File: config.mk
export PLATFORM = sky130hd
export DESIGN_NAME = sig_loss_mon
export DESIGN_NICKNAME = d
export VERILOG_FILES = /design/src/rtl/sig_loss_pkg.sv /design/src/rtl/sig_loss_prescaler.sv /design/src/rtl/sig_loss_edge.sv /design/src/rtl/sig_loss_qual.sv /design/src/rtl/sig_loss_mon.sv
export SDC_FILE = /design/constraint.sdc
export NUM_CORES = 1
export LEC_CHECK = 0
export ABC_AREA = 0
export CAP_MARGIN = 5
export CELL_PAD_IN_SITES_DETAIL_PLACEMENT = 1
export CELL_PAD_IN_SITES_GLOBAL_PLACEMENT = 1
export CORE_MARGIN = 1
export CORE_UTILIZATION = 35
export DETAILED_ROUTE_END_ITERATION = 6
export PLACE_DENSITY_LB_ADDON = 0.1
export SLEW_MARGIN = 0
export SYNTH_ARGS = -nofsm -noshare
export SYNTH_HDL_FRONTEND = slang
export SYNTH_HIERARCHICAL = 1
export SYNTH_SLANG_ARGS = --single-unit
File: constraint.sdc
create_clock -name clk_i -period 3.15 [get_ports clk_i]
set_input_delay 0.7875 -clock clk_i [delete_from_list [all_inputs] [get_ports clk_i]]
set_output_delay 0.7875 -clock clk_i [all_outputs]
set_load 0.005 [all_outputs]
File: src/rtl/sig_loss_pkg.sv
`timescale 1ns/1ps
package sig_loss_pkg;
  typedef enum logic {
    LINK_UP   = 1'b0,
    LINK_LOST = 1'b1
  } link_e;

  localparam int unsigned DEF_PRESCALE  = 128;
  localparam int unsigned DEF_ARM_LEN   = 96;
  localparam int unsigned DEF_WIN_LEN   = 256;
  localparam int unsigned DEF_MAX_RUN   = 64;
  localparam int unsigned DEF_MIN_TRANS = 32;
endpackage

File: src/rtl/sig_loss_prescaler.sv
`timescale 1ns/1ps
module sig_loss_prescaler #(
  parameter int unsigned PRESCALE = sig_loss_pkg::DEF_PRESCALE
) (
  input  logic clk_i,
  input  logic rst_ni,
  input  logic bit_en_i,
  output logic wrap_o
);
  localparam int unsigned PW = (PRESCALE > 1) ? $clog2(PRESCALE) : 1;

  logic [PW-1:0] cnt_q;
  logic          at_top;

  assign at_top = (cnt_q == PW'(PRESCALE - 1));
  assign wrap_o = bit_en_i & at_top;

  always_ff @(posedge clk_i or negedge rst_ni) begin
    if (!rst_ni) begin
      cnt_q <= '0;
    end else if (bit_en_i) begin
      cnt_q <= at_top ? '0 : cnt_q + PW'(1);
    end
  end
endmodule

File: src/rtl/sig_loss_edge.sv
`timescale 1ns/1ps
module sig_loss_edge #(
  parameter int unsigned MAX_RUN = sig_loss_pkg::DEF_MAX_RUN
) (
  input  logic clk_i,
  input  logic rst_ni,
  input  logic bit_en_i,
  input  logic data_i,
  input  logic force_i,
  output logic data_o,
  output logic trans_o,
  output logic run_long_o
);
  localparam int unsigned RW = $clog2(MAX_RUN + 2);

  logic          sq;
  logic          prev_q;
  logic          diff;
  logic [RW-1:0] run_q;
  logic [RW-1:0] run_nx;

  // squelch: forced condition blanks the line
  assign sq     = data_i & ~force_i;
  assign data_o = sq;
  assign diff   = sq ^ prev_q;

  always_comb begin
    if (diff) begin
      run_nx = RW'(1);
    end else if (run_q == RW'(MAX_RUN + 1)) begin
      run_nx = run_q;
    end else begin
      run_nx = run_q + RW'(1);
    end
  end

  assign trans_o    = bit_en_i & diff;
  assign run_long_o = bit_en_i & (run_nx > RW'(MAX_RUN));

  always_ff @(posedge clk_i or negedge rst_ni) begin
    if (!rst_ni) begin
      prev_q <= 1'b0;
      run_q  <= '0;
    end else if (bit_en_i) begin
      prev_q <= sq;
      run_q  <= run_nx;
    end
  end
endmodule

File: src/rtl/sig_loss_qual.sv
`timescale 1ns/1ps
module sig_loss_qual #(
  parameter int unsigned WIN_LEN   = sig_loss_pkg::DEF_WIN_LEN,
  parameter int unsigned MIN_TRANS = sig_loss_pkg::DEF_MIN_TRANS
) (
  input  logic clk_i,
  input  logic rst_ni,
  input  logic bit_en_i,
  input  logic active_i,
  input  logic trans_i,
  input  logic run_long_i,
  output logic good_o
);
  localparam int unsigned WW = $clog2(WIN_LEN + 1);

  logic [WW-1:0] wcnt_q, tcnt_q;
  logic [WW-1:0] w_nx, t_nx;
  logic          win_end;

  assign w_nx    = wcnt_q + WW'(1);
  assign t_nx    = tcnt_q + WW'(trans_i);
  assign win_end = (w_nx == WW'(WIN_LEN));
  assign good_o  = bit_en_i & active_i & ~run_long_i & win_end &
                   (t_nx >= WW'(MIN_TRANS));

  always_ff @(posedge clk_i or negedge rst_ni) begin
    if (!rst_ni) begin
      wcnt_q <= '0;
      tcnt_q <= '0;
    end else if (bit_en_i) begin
      if (!active_i || run_long_i || win_end) begin
        // idle, run too long, or window finished: start over
        wcnt_q <= '0;
        tcnt_q <= '0;
      end else begin
        wcnt_q <= w_nx;
        tcnt_q <= t_nx;
      end
    end
  end
endmodule

File: src/rtl/sig_loss_mon.sv
`timescale 1ns/1ps
module sig_loss_mon #(
  parameter int unsigned PRESCALE  = sig_loss_pkg::DEF_PRESCALE,
  parameter int unsigned ARM_LEN   = sig_loss_pkg::DEF_ARM_LEN,
  parameter int unsigned WIN_LEN   = sig_loss_pkg::DEF_WIN_LEN,
  parameter int unsigned MAX_RUN   = sig_loss_pkg::DEF_MAX_RUN,
  parameter int unsigned MIN_TRANS = sig_loss_pkg::DEF_MIN_TRANS
) (
  input  logic clk_i,
  input  logic rst_ni,
  input  logic bit_en_i,
  input  logic data_i,
  input  logic force_los_i,
  output logic data_o,
  output logic los_o,
  output logic ref_sel_o,
  output logic los_set_o,
  output logic los_clr_o
);
  import sig_loss_pkg::*;

  localparam int unsigned TW = $clog2(ARM_LEN);

  logic          wrap, trans, run_long, good, qual_active;
  link_e         link_q, link_d;
  logic          arm_q, arm_d;
  logic [TW-1:0] tmr_q, tmr_d;
  logic          set_q, clr_q;

  sig_loss_prescaler #(.PRESCALE(PRESCALE)) u_presc (
    .clk_i    (clk_i),
    .rst_ni   (rst_ni),
    .bit_en_i (bit_en_i),
    .wrap_o   (wrap)
  );

  sig_loss_edge #(.MAX_RUN(MAX_RUN)) u_edge (
    .clk_i      (clk_i),
    .rst_ni     (rst_ni),
    .bit_en_i   (bit_en_i),
    .data_i     (data_i),
    .force_i    (force_los_i),
    .data_o     (data_o),
    .trans_o    (trans),
    .run_long_o (run_long)
  );

  assign qual_active = (link_q == LINK_LOST) & ~force_los_i;

  sig_loss_qual #(.WIN_LEN(WIN_LEN), .MIN_TRANS(MIN_TRANS)) u_qual (
    .clk_i      (clk_i),
    .rst_ni     (rst_ni),
    .bit_en_i   (bit_en_i),
    .active_i   (qual_active),
    .trans_i    (trans),
    .run_long_i (run_long),
    .good_o     (good)
  );

  always_comb begin
    link_d = link_q;
    arm_d  = arm_q;
    tmr_d  = tmr_q;
    if (bit_en_i) begin
      if (link_q == LINK_LOST) begin
        arm_d = 1'b0;
        tmr_d = '0;
        if (good) link_d = LINK_UP;
      end else if (force_los_i) begin
        link_d = LINK_LOST;
        arm_d  = 1'b0;
        tmr_d  = '0;
      end else if (trans) begin
        arm_d = 1'b0;
        tmr_d = '0;
      end else if (arm_q) begin
        if (tmr_q == TW'(ARM_LEN - 1)) begin
          link_d = LINK_LOST;
          arm_d  = 1'b0;
          tmr_d  = '0;
        end else begin
          tmr_d = tmr_q + TW'(1);
        end
      end else if (wrap) begin
        // first wrap after last transition arms the quiet timer
        arm_d = 1'b1;
        tmr_d = '0;
      end
    end
  end

  always_ff @(posedge clk_i or negedge rst_ni) begin
    if (!rst_ni) begin
      link_q <= LINK_LOST;
      arm_q  <= 1'b0;
      tmr_q  <= '0;
      set_q  <= 1'b0;
      clr_q  <= 1'b0;
    end else begin
      link_q <= link_d;
      arm_q  <= arm_d;
      tmr_q  <= tmr_d;
      set_q  <= (link_d == LINK_LOST) && (link_q == LINK_UP);
      clr_q  <= (link_d == LINK_UP) && (link_q == LINK_LOST);
    end
  end

  assign los_o     = (link_q == LINK_LOST);
  assign ref_sel_o = (link_q == LINK_LOST);
  assign los_set_o = set_q;
  assign los_clr_o = clr_q;
endmodule

==> flow_results.org, run 1 <==
** Place
- Routability-driven placement finished with a final weighted congestion of 0.759.
- Detailed placer's ending HPWL :: 4650 um
- Number of placed cells counting well taps :: 395
- The placed instances occupy a cell area of 2920 sq um.
- The count of buffers added on input and output ports is 9.

** Clocking
- Clock tree root buffer cell :: sky130_fd_sc_hd__clkbuf_8
- Num CTS Buffers :: 5
- Clock tree from TritonCTS :: built
- Maximum buffer depth of the clock tree :: 2
- Clock latency of the later-clocked register in the worst-skew pair :: 290 ps
- Clock-pin slew was measured on the worst setup and hold paths at 80 ps.
- Number of hold buffers added after cts :: 0
- TritonCTS Sinks :: 44
- Number of levels in the clock H-tree :: 2

** Power
- Power per cell area :: 450 nW/um^2
- Peak supply drop :: 0.250 mV
- Summed over all cells, the static leakage comes to 1.27 nW.

** Hold path
- The tightest min-delay check is of the in -> async type.

** Timing
- Count of final hold-check violations :: 0
- Final Max Tran Viols :: 0
- Setup repair after global routing left no endpoint under its margin.
- Derived from the worst setup path, the maximum achievable clock frequency is 339 MHz.
- Between clock sinks in the finished design, the worst skew comes to 7.18 ps.
- Setup violations remaining at the end of the flow were counted as 0.
- Transition time of the tightest slew-check pin :: 606 ps
- Worst slew margin relative to its limit :: 59.5%
- For the finished layout, the period the worst path requires is 2950 ps.
- Final clock period utilization by the worst path :: 93.5%

** Run
- The tool flagged a number of max-cap violations equal to 0.

** Logic synthesis
- Post-Synthesis Cells :: 284
- Counting distinct cell types in the post-synthesis netlist gives 67.
- Number of enable flip-flop cells after synthesis :: 0
- During synthesis, Yosys emitted a total of 6 warnings.
- Average footprint of a synthesized cell :: 9.38 sq um
- Number of nets produced by synthesis :: 296
- The cell area that synthesis handed to floorplanning was 2660 sq um.
- Portion of the post-synthesis area used by sequential elements :: 41.4%
- Share of flip-flops with an asynchronous set or reset :: 100%
- Flip-flop and latch count after synthesis :: 44
- In the synthesized netlist the dominant register cell turns out to be sky130_fd_sc_hd__dfrtp_1.

** Floorplan
- Total die area :: 7960 sq um
- Die Span Y :: 89.2 um
- Initial core utilization :: 36.5%
- The floorplan has 31 rows.
- The region available for standard cell placement spans 7290 sq um.
- In this run the horizontal extent of the chip is 89.2 um.
- IO Count :: 10

** Setup path
- The critical path in this run is classified as in -> reg.
- Arrival time reported for the critical path endpoint :: 3160 ps
- Peak fanout along the critical path :: 4
- Worst reg2reg setup slack :: 490 ps
- Category of the worst setup path launch point :: input pin
- Crit path capture type :: flip-flop
- For the worst setup path, the data required time is 3360 ps.

** Global routing
- Global router's overall resource usage :: 17.6%
- The number of global-route vias before repair is 2196.
- Number of antenna violations at the first check in global routing :: 0
- Global-route wire length before repair :: 10800 um
- Summed over all layers, the global routing overflow is 0.
- Entering global routing, the biggest net connects 39 pins.

** Drt
- Via count of the routed design :: 2232
- In the routed layout, each cell is associated on average with a via count of 5.55.
- Drt first-iter violations :: 67
- For this run, the detailed router's first-pass iteration total came to 4.
- For this run, design rule violations remaining after detail routing come to 0.
- Total routed wirelength :: 6380 um
- In this run the remaining antenna-violating nets after routing total 0.
- Dividing the detail-routed wire length by the instance count gives 15.9 um.

** Final layout
- Total number of nets in the final design :: 315
- Cell area after layout :: 3010 sq um
- In the final layout, the share of cells above drive strength 1 is 14.9%.
- Diodes inserted :: 0
- Area added between synthesis and finish :: 12.9%
- Filler Cells Inserted :: 862
- Count of placed standard cells in the final layout, fillers left out :: 402

** Outcome
- Run status :: finished clean
## layout make-up
type	count	area [sq um]	share of cell area, %
Clock inverter	1	5.00	0.166
Clock buffer	6	72.6	2.41
Timing Repair Buffer	25	218	7.24
Sequential cell	44	1100	36.6
Multi-Input combinational cell	213	1430	47.7
Tap cell	99	124	4.12
Inverter	14	52.6	1.75
## final timing paths
check | cells after the start | from | to
max | 12 | force_los_i | los_o
max reg2reg | 10 | u_edge/run_q[0] | u_qual/wcnt_q[4]
min in group clk_i | 1 | tmr_q[6] | tmr_q[6]
min | 1 | rst_ni | u_qual/wcnt_q[7]
max in group asynchronous | 2 | rst_ni | los_o
min reg2reg | 1 | tmr_q[6] | tmr_q[6]
## cells in the mapped netlist (3+ instances only)
| cell | instances | share of area, % |
|---|---|---|
| sky130_fd_sc_hd__nand2_1 | 27 | 3.8 |
| sky130_fd_sc_hd__o2bb2ai_1 | 3 | 0.99 |
| sky130_fd_sc_hd__nand2b_1 | 3 | 0.70 |
| sky130_fd_sc_hd__buf_4 | 3 | 0.85 |
| sky130_fd_sc_hd__inv_1 | 14 | 2.0 |
| sky130_fd_sc_hd__a31oi_1 | 3 | 0.70 |
| sky130_fd_sc_hd__o22ai_1 | 4 | 0.94 |
| sky130_fd_sc_hd__clkbuf_1 | 4 | 0.56 |
| sky130_fd_sc_hd__a21oi_1 | 4 | 0.75 |
| sky130_fd_sc_hd__o31ai_2 | 3 | 1.4 |
| sky130_fd_sc_hd__nor3_1 | 3 | 0.56 |
| sky130_fd_sc_hd__a41oi_1 | 5 | 1.6 |
| sky130_fd_sc_hd__nand3_1 | 27 | 5.1 |
| sky130_fd_sc_hd__nor4_1 | 3 | 0.70 |
| sky130_fd_sc_hd__o31ai_1 | 5 | 1.4 |
| sky130_fd_sc_hd__xnor2_1 | 5 | 1.6 |
| sky130_fd_sc_hd__and2_1 | 3 | 0.70 |
| sky130_fd_sc_hd__nor2_1 | 10 | 1.4 |
| sky130_fd_sc_hd__ha_1 | 7 | 3.3 |
| sky130_fd_sc_hd__mux2i_1 | 3 | 1.1 |
| sky130_fd_sc_hd__nand4_1 | 12 | 2.8 |
| sky130_fd_sc_hd__o21ai_0 | 28 | 5.3 |
| sky130_fd_sc_hd__o21ai_1 | 4 | 0.75 |
| sky130_fd_sc_hd__and3_1 | 6 | 1.4 |
| sky130_fd_sc_hd__dfrtp_1 | 43 | 40 |
## report_power, final
group / internal [mW] / leakage (nW) / switching [mW]
Sequential: 0.626 / 0.587 / 0.0910
Combinational: 0.135 / 0.646 / 0.164
Clock: 0.151 / 0.0410 / 0.187
## critical path, stage by stage
cell and delay (ps):
sky130_fd_sc_hd__clkdlybuf4s50_1 460, sky130_fd_sc_hd__nor2b_4 160, sky130_fd_sc_hd__xor2_2 160, sky130_fd_sc_hd__and2_1 170, sky130_fd_sc_hd__ha_1 170, sky130_fd_sc_hd__ha_1 210, sky130_fd_sc_hd__inv_1 80, sky130_fd_sc_hd__nor4_2 290
sky130_fd_sc_hd__xnor2_1 120, sky130_fd_sc_hd__a221oi_1 260, sky130_fd_sc_hd__and3_1 230, sky130_fd_sc_hd__a21oi_1 50
## placed cells by master (no fill, tap or decap), types with 3 or more instances in the layout
master,n
sky130_fd_sc_hd__dfrtp_1,43
sky130_fd_sc_hd__o21ai_0,28
sky130_fd_sc_hd__nand2_1,27
sky130_fd_sc_hd__nand3_1,27
sky130_fd_sc_hd__buf_4,15
sky130_fd_sc_hd__inv_1,14
sky130_fd_sc_hd__nand4_1,12
sky130_fd_sc_hd__nor2_1,10
sky130_fd_sc_hd__clkdlybuf4s50_1,8
sky130_fd_sc_hd__ha_1,7
sky130_fd_sc_hd__and3_1,6
sky130_fd_sc_hd__o31ai_1,5
sky130_fd_sc_hd__clkbuf_8,5
sky130_fd_sc_hd__xnor2_1,5
sky130_fd_sc_hd__a41oi_1,5
sky130_fd_sc_hd__a21oi_1,4
sky130_fd_sc_hd__o21ai_1,4
sky130_fd_sc_hd__o22ai_1,4
sky130_fd_sc_hd__o31ai_2,3
sky130_fd_sc_hd__a31oi_1,3
sky130_fd_sc_hd__and2_1,3
sky130_fd_sc_hd__nor3_1,3
sky130_fd_sc_hd__mux2i_1,3
sky130_fd_sc_hd__nand2b_1,3
sky130_fd_sc_hd__o2bb2ai_1,3
## cells by family after synthesis
kind of cell,count (synthesis),share of synthesized area [%]
adders and majority gates,7,3.29
xor gates and xnor gates,7,3.01
buffers and inverters,27,5.31
muxes,4,1.55
and+or+nand+nor,119,25.8
DFF,44,41.4
AOI/OAI and AO/OA,76,19.7
## timing repair
action / in CTS / in global routing
setup buffers: 0 / 0
setup endpoints to repair: 0 / 2
gates resized for setup: 0 / 2
## layer usage
layer | global-route usage (%) | part of all wire [%]
met1 | 24.4 | 51
met2 | 28.6 | 47
met3 | 3.05 | 1.4
met4 | 4.76 | 0.52
met5 | 0 | 0
## flip-flops by register name (all words and copies together), names as in the netlist
name and cells:
arm_q 1, los_clr_o 1, los_o 1, los_set_o 1, tmr_q 7, u_edge/prev_q 1
u_edge/run_q 7, u_presc/cnt_q 7, u_qual/tcnt_q 9, u_qual/wcnt_q 9
## stage by stage
step	power (mW)	utilization, %	hold WS [ps]	worst slack (ps)	setup TNS (ps)
floorplan	0.919	-	443	280	0
global placement	1.02	40.0	466	-109	-162
detailed placement	1.03	40.0	477	-193	-368
CTS	1.37	41.1	493	113	0
global route	1.45	41.2	529	1.95	0
finish	1.35	41.2	484	204	0
Note: power is estimated with default switching activity, not from simulation.
==> run 2: changes to the inputs <==
--- a/config.mk
+++ b/config.mk
@@ -13,6 +13,7 @@
 export CORE_UTILIZATION = 35
 export DETAILED_ROUTE_END_ITERATION = 6
 export PLACE_DENSITY_LB_ADDON = 0.1
+export REMOVE_ABC_BUFFERS = 1
 export SLEW_MARGIN = 0
 export SYNTH_ARGS = -nofsm -noshare
 export SYNTH_HDL_FRONTEND = slang
==> flow_results.org, run 2 (synthesis gave the netlist of run 1 again) <==
** Outcome
- Run status :: finished clean

** Clocking
- The number of setup buffers added after CTS is 0.
- Clock tree from TritonCTS :: built
- Num CTS Buffers :: 5
- Maximum buffer depth of the clock tree :: 2
- Number of hold buffers added after cts :: 0
- After clock tree synthesis, the repair step resized 0 gates.
- Clock-pin transition on the worst setup and hold timing paths :: 100 ps
- In this run the clock root is driven by a sky130_fd_sc_hd__clkbuf_8.
- The later pin in the worst-skew pair is clocked with a latency of 310 ps.
- In this run the number of H-tree levels came out at 2.
- Counting every sink on the clock net gives 44.

** Timing
- Skew final :: 14.4 ps
- Max frequency :: 341 MHz
- On the final layout, the worst hold slack is 351 ps.
- Final period demand of the worst path :: 2930 ps
- Measured against its own limit, the worst slew margin works out to 57.8%.
- Setup repair after global routing missed its margin :: false
- Final clock period utilization by the worst path :: 93.0%
- Count of final hold-check violations :: 0
- The count of pins over their slew limit is 0.
- At the pin with the least slew margin, the transition time is 631 ps.
- Setup violations remaining at the end of the flow were counted as 0.

** Floorplan
- The core region is 7290 sq um.
- Total die area :: 7960 sq um
- Initial core utilization :: 36.5%
- In this run the count of I/O pins placed on the die edge is 10.
- Row Count :: 31
- The floorplan step set the die height to 89.2 um.
- In this run the horizontal extent of the chip is 89.2 um.

** Hold path
- The worst hold path belongs to the class in -> async.

** Setup path
- Critical path depth in cells :: 12
- STA classifies the critical path endpoint as a flip-flop.
- STA classifies the critical path startpoint as an input pin.
- Along the worst path, the maximum fanout reaches 4.
- Number of cells on the worst reg-to-reg path :: 10
- At the worst endpoint, the arrival time is 3160 ps.
- The critical path is of the in -> reg type.
- The kind of cell with the highest combined delay along the critical path is simple AND/OR/NAND/NOR gates.
- Together, buffers and inverters on the worst path number 2.
- Cell with the largest stage delay on the worst path :: sky130_fd_sc_hd__clkdlybuf4s50_1
- Critical Path RT :: 3370 ps
- Max stage delay on crit path :: 460 ps
- The signal on the critical path passes through clkdlybuf4s50_1 -> nor2b_4 -> xor2_1 -> and2_1 -> ha_1 -> ha_2 -> inv_1 -> nor4_2 -> xnor2_1 -> a221oi_2 -> and3_1 -> a21oi_1.

** Drt
- Wires add up to 6580 um.
- For this run, design rule violations remaining after detail routing come to 0.
- In this run, the number of DRC markers left after iteration 0 of detailed routing was 63.
- Final routed wire length divided by cell count :: 16.2 um
- The final route contains 2253 vias.
- Routed Antenna Nets :: 0
- The first detailed-routing pass took 6 iterations.
- Via-to-Cell Ratio :: 5.55

** Place
- Routability congestion estimate from global placement :: 0.797
- Port Buffers :: 9
- The HPWL after detailed placement is 4680 um.

** Global routing
- Entering global routing, the biggest net connects 33 pins.
- For this run, the total global-route usage over all layers was measured as 18.2%.
- The number of global-route vias before repair is 2253.
- Summed over all layers, the global routing overflow is 0.
- The first global-routing pass estimated 11200 um of wire.
- Number of antenna violations at the first check in global routing :: 0

** Final layout
- Counting the fill cells in the layout gives 875.
- Commonest non-fill, non-tap cell in the layout :: sky130_fd_sc_hd__dfrtp_1
- Of the cells placed in the final design, the portion with a size suffix greater than 1 is 16.0%.
- In the final layout, the registers with the most flip-flops are u_qual/tcnt_q x9, u_qual/wcnt_q x9.
- Once layout is complete, the utilization of the core stands at 41.8%.
- The top cell types in the final layout, fill and taps aside, are 43 x sky130_fd_sc_hd__dfrtp_1, 28 x sky130_fd_sc_hd__o21ai_0, 27 x sky130_fd_sc_hd__nand2_1, 27 x sky130_fd_sc_hd__nand3_1, 19 x sky130_fd_sc_hd__buf_4.
- Compared with the post-synthesis result, the final layout area differs by 14.4%.
- Diodes inserted :: 0
- Total number of nets in the final design :: 318

** Run
- The tool flagged a number of max-cap violations equal to 0.

** Power
- VDD sags by at most 0.285 mV.
- In this run the power density over the cells is 478 nW/um^2.
- Cell leakage power :: 1.29 nW
- Power consumption :: 1.46 mW
run 2: path summary, 6_finish.rpt:
path                                   from          endpoint  slack [ps]
max                                  data_i             los_o         220
min                                  rst_ni  u_qual/wcnt_q[2]         350
max reg2reg                 u_edge/run_q[1]  u_qual/wcnt_q[4]         410
min reg2reg                u_presc/cnt_q[5]  u_presc/cnt_q[5]         490
max in group asynchronous            rst_ni             los_o        2010
min in group clk_i         u_presc/cnt_q[5]  u_presc/cnt_q[5]         490
run 2: cell type report:
| class | instances | area [sq um] | area share [%] |
|---|---|---|---|
| repair buffers | 28 | 228 | 7.47 |
| well taps | 99 | 124 | 4.06 |
| clock inverters | 1 | 30.0 | 0.985 |
| flip-flops and latches | 44 | 1100 | 36.2 |
| clock buffers | 7 | 76.3 | 2.50 |
| multi-input cells | 213 | 1440 | 47.1 |
| inverters | 14 | 52.6 | 1.72 |
run 2: through the flow:
| step | instance area [sq um] | TNS [ps] | setup slack (ps) | std cells |
|---|---|---|---|---|
| 2_1_floorplan | 2570 | 0 | 276 | 271 |
| 3_3_place_gp | 2930 | -144 | -101 | 398 |
| 3_5_place_dp | 2930 | -401 | -230 | 398 |
| 4_1_cts | 3030 | 0 | 83.4 | 406 |
| 5_1_grt | 3050 | 0 | 9.03 | 406 |
| 6_report | 3050 | 0 | 220 | 406 |
run 2: metal layers:
layer	track usage, %	vias to the layer above	part of all wire [%]
met5	0	-	0
met4	6.06	0	1.0
met3	2.40	9	1.6
met2	28.9	12	45
met1	25.7	1121	52
li1	-	1111	-
run 2: report_power, final:
group | switching (mW) | internal (mW) | total (mW)
Sequential | 0.0889 | 0.626 | 0.715
Clock | 0.209 | 0.238 | 0.447
Combinational | 0.160 | 0.135 | 0.296
==> run 3: changes to the inputs <==
--- a/config.mk
+++ b/config.mk
@@ -8,7 +8,7 @@
 export ABC_AREA = 0
 export CAP_MARGIN = 5
 export CELL_PAD_IN_SITES_DETAIL_PLACEMENT = 1
-export CELL_PAD_IN_SITES_GLOBAL_PLACEMENT = 1
+export CELL_PAD_IN_SITES_GLOBAL_PLACEMENT = 2
 export CORE_MARGIN = 1
 export CORE_UTILIZATION = 35
 export DETAILED_ROUTE_END_ITERATION = 6
==> constraint.sdc (replaced) <==
create_clock -name clk_i -period 3.15 [get_ports clk_i]
set_input_delay 0.315 -clock clk_i [delete_from_list [all_inputs] [get_ports clk_i]]
set_output_delay 0.315 -clock clk_i [all_outputs]
set_load 0.005 [all_outputs]
==> flow_results.org, run 3 (synthesis gave the netlist of run 1 again) <==
** Setup path
- The slowest stage of the critical path belongs to the cell sky130_fd_sc_hd__clkdlybuf4s50_1.
- The worst setup path is launched from an input pin.
- Number of cells on the worst reg-to-reg path :: 11
- Cell mode on critical path :: sky130_fd_sc_hd__ha_1
- Worst Path Class, Setup :: in -> reg
- Walking the worst path, the cells encountered are clkdlybuf4s50_1 -> nor2b_4 -> xor2_1 -> and2_1 -> ha_1 -> ha_1 -> inv_1 -> nor4_1 -> xnor2_1 -> a221oi_1 -> and3_1 -> a21oi_1.
- Terminus of the critical flop-to-flop path :: u_qual/wcnt_q[4]
- Worst reg2reg setup slack :: 530 ps
- The startpoint identified for the worst register-to-register timing path is u_edge/run_q[1].
- In this design, the stage delay of the slowest critical-path cell is 470 ps.
- Critical path buffer and inverter count :: 2
- STA classifies the critical path endpoint as a flip-flop.
- STA puts the critical path data required time at 3360 ps.
- Grouping stages by cell kind, the critical path spends the most delay in simple AND/OR/NAND/NOR gates.
- Data arrives at the worst endpoint at 2890 ps.
- Peak fanout along the critical path :: 6

** Clocking
- After clock tree synthesis, the clock-pin slew on the worst setup and hold paths is 80 ps.
- Clock tree synthesis found a total of 44 sinks.
- Clock tree root buffer cell :: sky130_fd_sc_hd__clkbuf_8
- Clock latency of the later-clocked register in the worst-skew pair :: 290 ps
- TritonCTS created 5 clock buffers.
- Maximum buffer depth of the clock tree :: 2
- PostCTS Resize Cnt :: 0
- TritonCTS built the clock tree.
- For this design, the CTS-stage hold fixing added 0 buffers.
- Number of levels in the clock H-tree :: 2
- After clock tree synthesis, the setup repair step added 0 buffers.

** Global routing
- Global-route wire length before repair :: 10800 um
- Global router's overall resource usage :: 17.7%
- The number of antenna violations at the first check in global routing was 0.
- Vias in the first global route :: 2178
- Total grt overflow :: 0
- Entering global routing, the biggest net connects 45 pins.

** Run
- Across the run, the number of max-cap violations was 0.

** Final layout
- FF/Latch Area :: 1100 sq um
- Total number of nets in the final design :: 306
- Compared with the post-synthesis result, the final layout area differs by 9.54%.
- 0 antenna diodes ended up in the layout.
- Layout cell share with drive strength beyond 1 :: 11.5%
- Filler Cells Inserted :: 871
- The multi-input combinational cells in the finished layout cover a total of 1420 sq um.
- In the layout the commonest cells are 43 x sky130_fd_sc_hd__dfrtp_1, 28 x sky130_fd_sc_hd__o21ai_0, 27 x sky130_fd_sc_hd__nand2_1, 27 x sky130_fd_sc_hd__nand3_1, 14 x sky130_fd_sc_hd__inv_1.
- Commonest non-fill, non-tap cell in the layout :: sky130_fd_sc_hd__dfrtp_1
- The largest registers in the layout are u_qual/tcnt_q x9, u_qual/wcnt_q x9.

** Timing
- Total Negative Setup Slacks :: 0 ps
- Setup repair after global routing left no endpoint under its margin.
- Static timing analysis puts the maximum clock frequency at 374 MHz.
- For the pin with the worst max-slew slack, the measured transition is 1030 ps.
- In the finished design, the share of the clock period the worst path needs comes to 84.8%.
- The final hold violation count is 0.
- Headroom to the max-slew limit came out at 31.0%.
- Setup violations remaining at the end of the flow were counted as 0.
- The worst path needs 2670 ps of the cycle, external delays included.
- Final Max Tran Viols :: 0
- Skew final :: 4.89 ps

** Floorplan
- Measured along the y axis, the die boundary spans 89.2 um.
- Once the floorplan was initialized, standard cells occupied 36.5% of the core.
- 10 I/O pins were placed.
- Core ar. :: 7290 sq um
- Total die area :: 7960 sq um
- The die is 89.2 um wide.
- Row Count :: 31

** Drt
- The detailed router put a total of 3290 um of wire on met1.
- Summed over all layers, the routed wires come to 6390 um.
- After detailed routing, the number of remaining DRC violations is 0.
- In this run, the number of DRC markers left after iteration 0 of detailed routing was 86.
- The detailed router placed 2189 vias in this run.
- Top Metal Used :: met4
- Via-to-Cell Ratio :: 5.56
- Routed met2 length :: 2950 um
- Met3 layer wire length in the routed design :: 117 um
- Routed Antenna Nets :: 0
- In the final routed layout, each cell accounts on average for 16.2 um.
- The pre-antenna-repair detailed-routing pass consisted of 4 iterations.

** Power
- Peak supply drop :: 0.232 mV
- Power per cell area :: 460 nW/um^2
- The analysis attributes to cell leakage a power of 1.23 nW.
- Overall power consumption after layout is estimated at 1.34 mW.

** Place
- Routability congestion estimate from global placement :: 0.754
- Port Buffers :: 9
- Detailed placer's ending HPWL :: 4440 um

** Outcome
- Run status :: finished clean

** Hold path
- Class of the tightest hold or removal check :: in -> async
[run 3: cell types whose count changed in the layout (fill, tap and decap cells not counted), sizes merged]
cell    previous run  this run
buf               20         8
clkinv             0         1
bufinv             1         0
[run 3: worst max path at each step]
| stage | start | end | slack [ps] | cells past startpoint |
|---|---|---|---|---|
| 2_1_floorplan | data_i | los_o | 750 | 11 |
| 3_3_place_gp | force_los_i | los_o | 230 | 12 |
| 3_5_place_dp | data_i | los_o | 140 | 12 |
| 4_1_cts | data_i | los_o | 430 | 12 |
| 5_1_grt | u_edge/run_q[1] | u_qual/wcnt_q[4] | 190 | 12 |
| 6_report | data_i | los_o | 480 | 12 |
[run 3: per-layer routing]
metal | up-vias | track usage (%)
met2 | 14 | 28.6
met3 | 2 | 3.42
met1 | 1091 | 24.6
met4 | 0 | 3.90
met5 | - | 0
li1 | 1082 | -
[run 3: stage by stage]
step / setup slack [ps] / instances / hold WS, ps / cell area [sq um] / util (%)
after global placement: 229 / 386 / 476 / 2840 / 38.9
final: 478 / 394 / 199 / 2920 / 40.0
after CTS: 433 / 394 / 244 / 2920 / 40.0
after global routing: 193 / 394 / 278 / 2920 / 40.0
after detailed placement: 145 / 386 / 473 / 2840 / 38.9
after floorplan: 749 / 271 / 19.4 / 2570 / -
[run 3: where the power goes]
group	total (mW)	switching, mW	leakage, nW	internal [mW]
Clock	0.341	0.185	0.0422	0.156
Sequential	0.716	0.0896	0.587	0.626
Combinational	0.285	0.157	0.599	0.128
Total	1.34	0.431	1.23	0.910
[run 3: cell type report]
| type | count | share of cell area (%) |
|---|---|---|
| clock buffers | 7 | 2.62 |
| clock inverters | 1 | 0.172 |
| inverters | 14 | 1.80 |
| multi-input cells | 213 | 48.7 |
| flip-flops and latches | 44 | 37.8 |
| well taps | 99 | 4.25 |
| repair buffers | 16 | 4.72 |
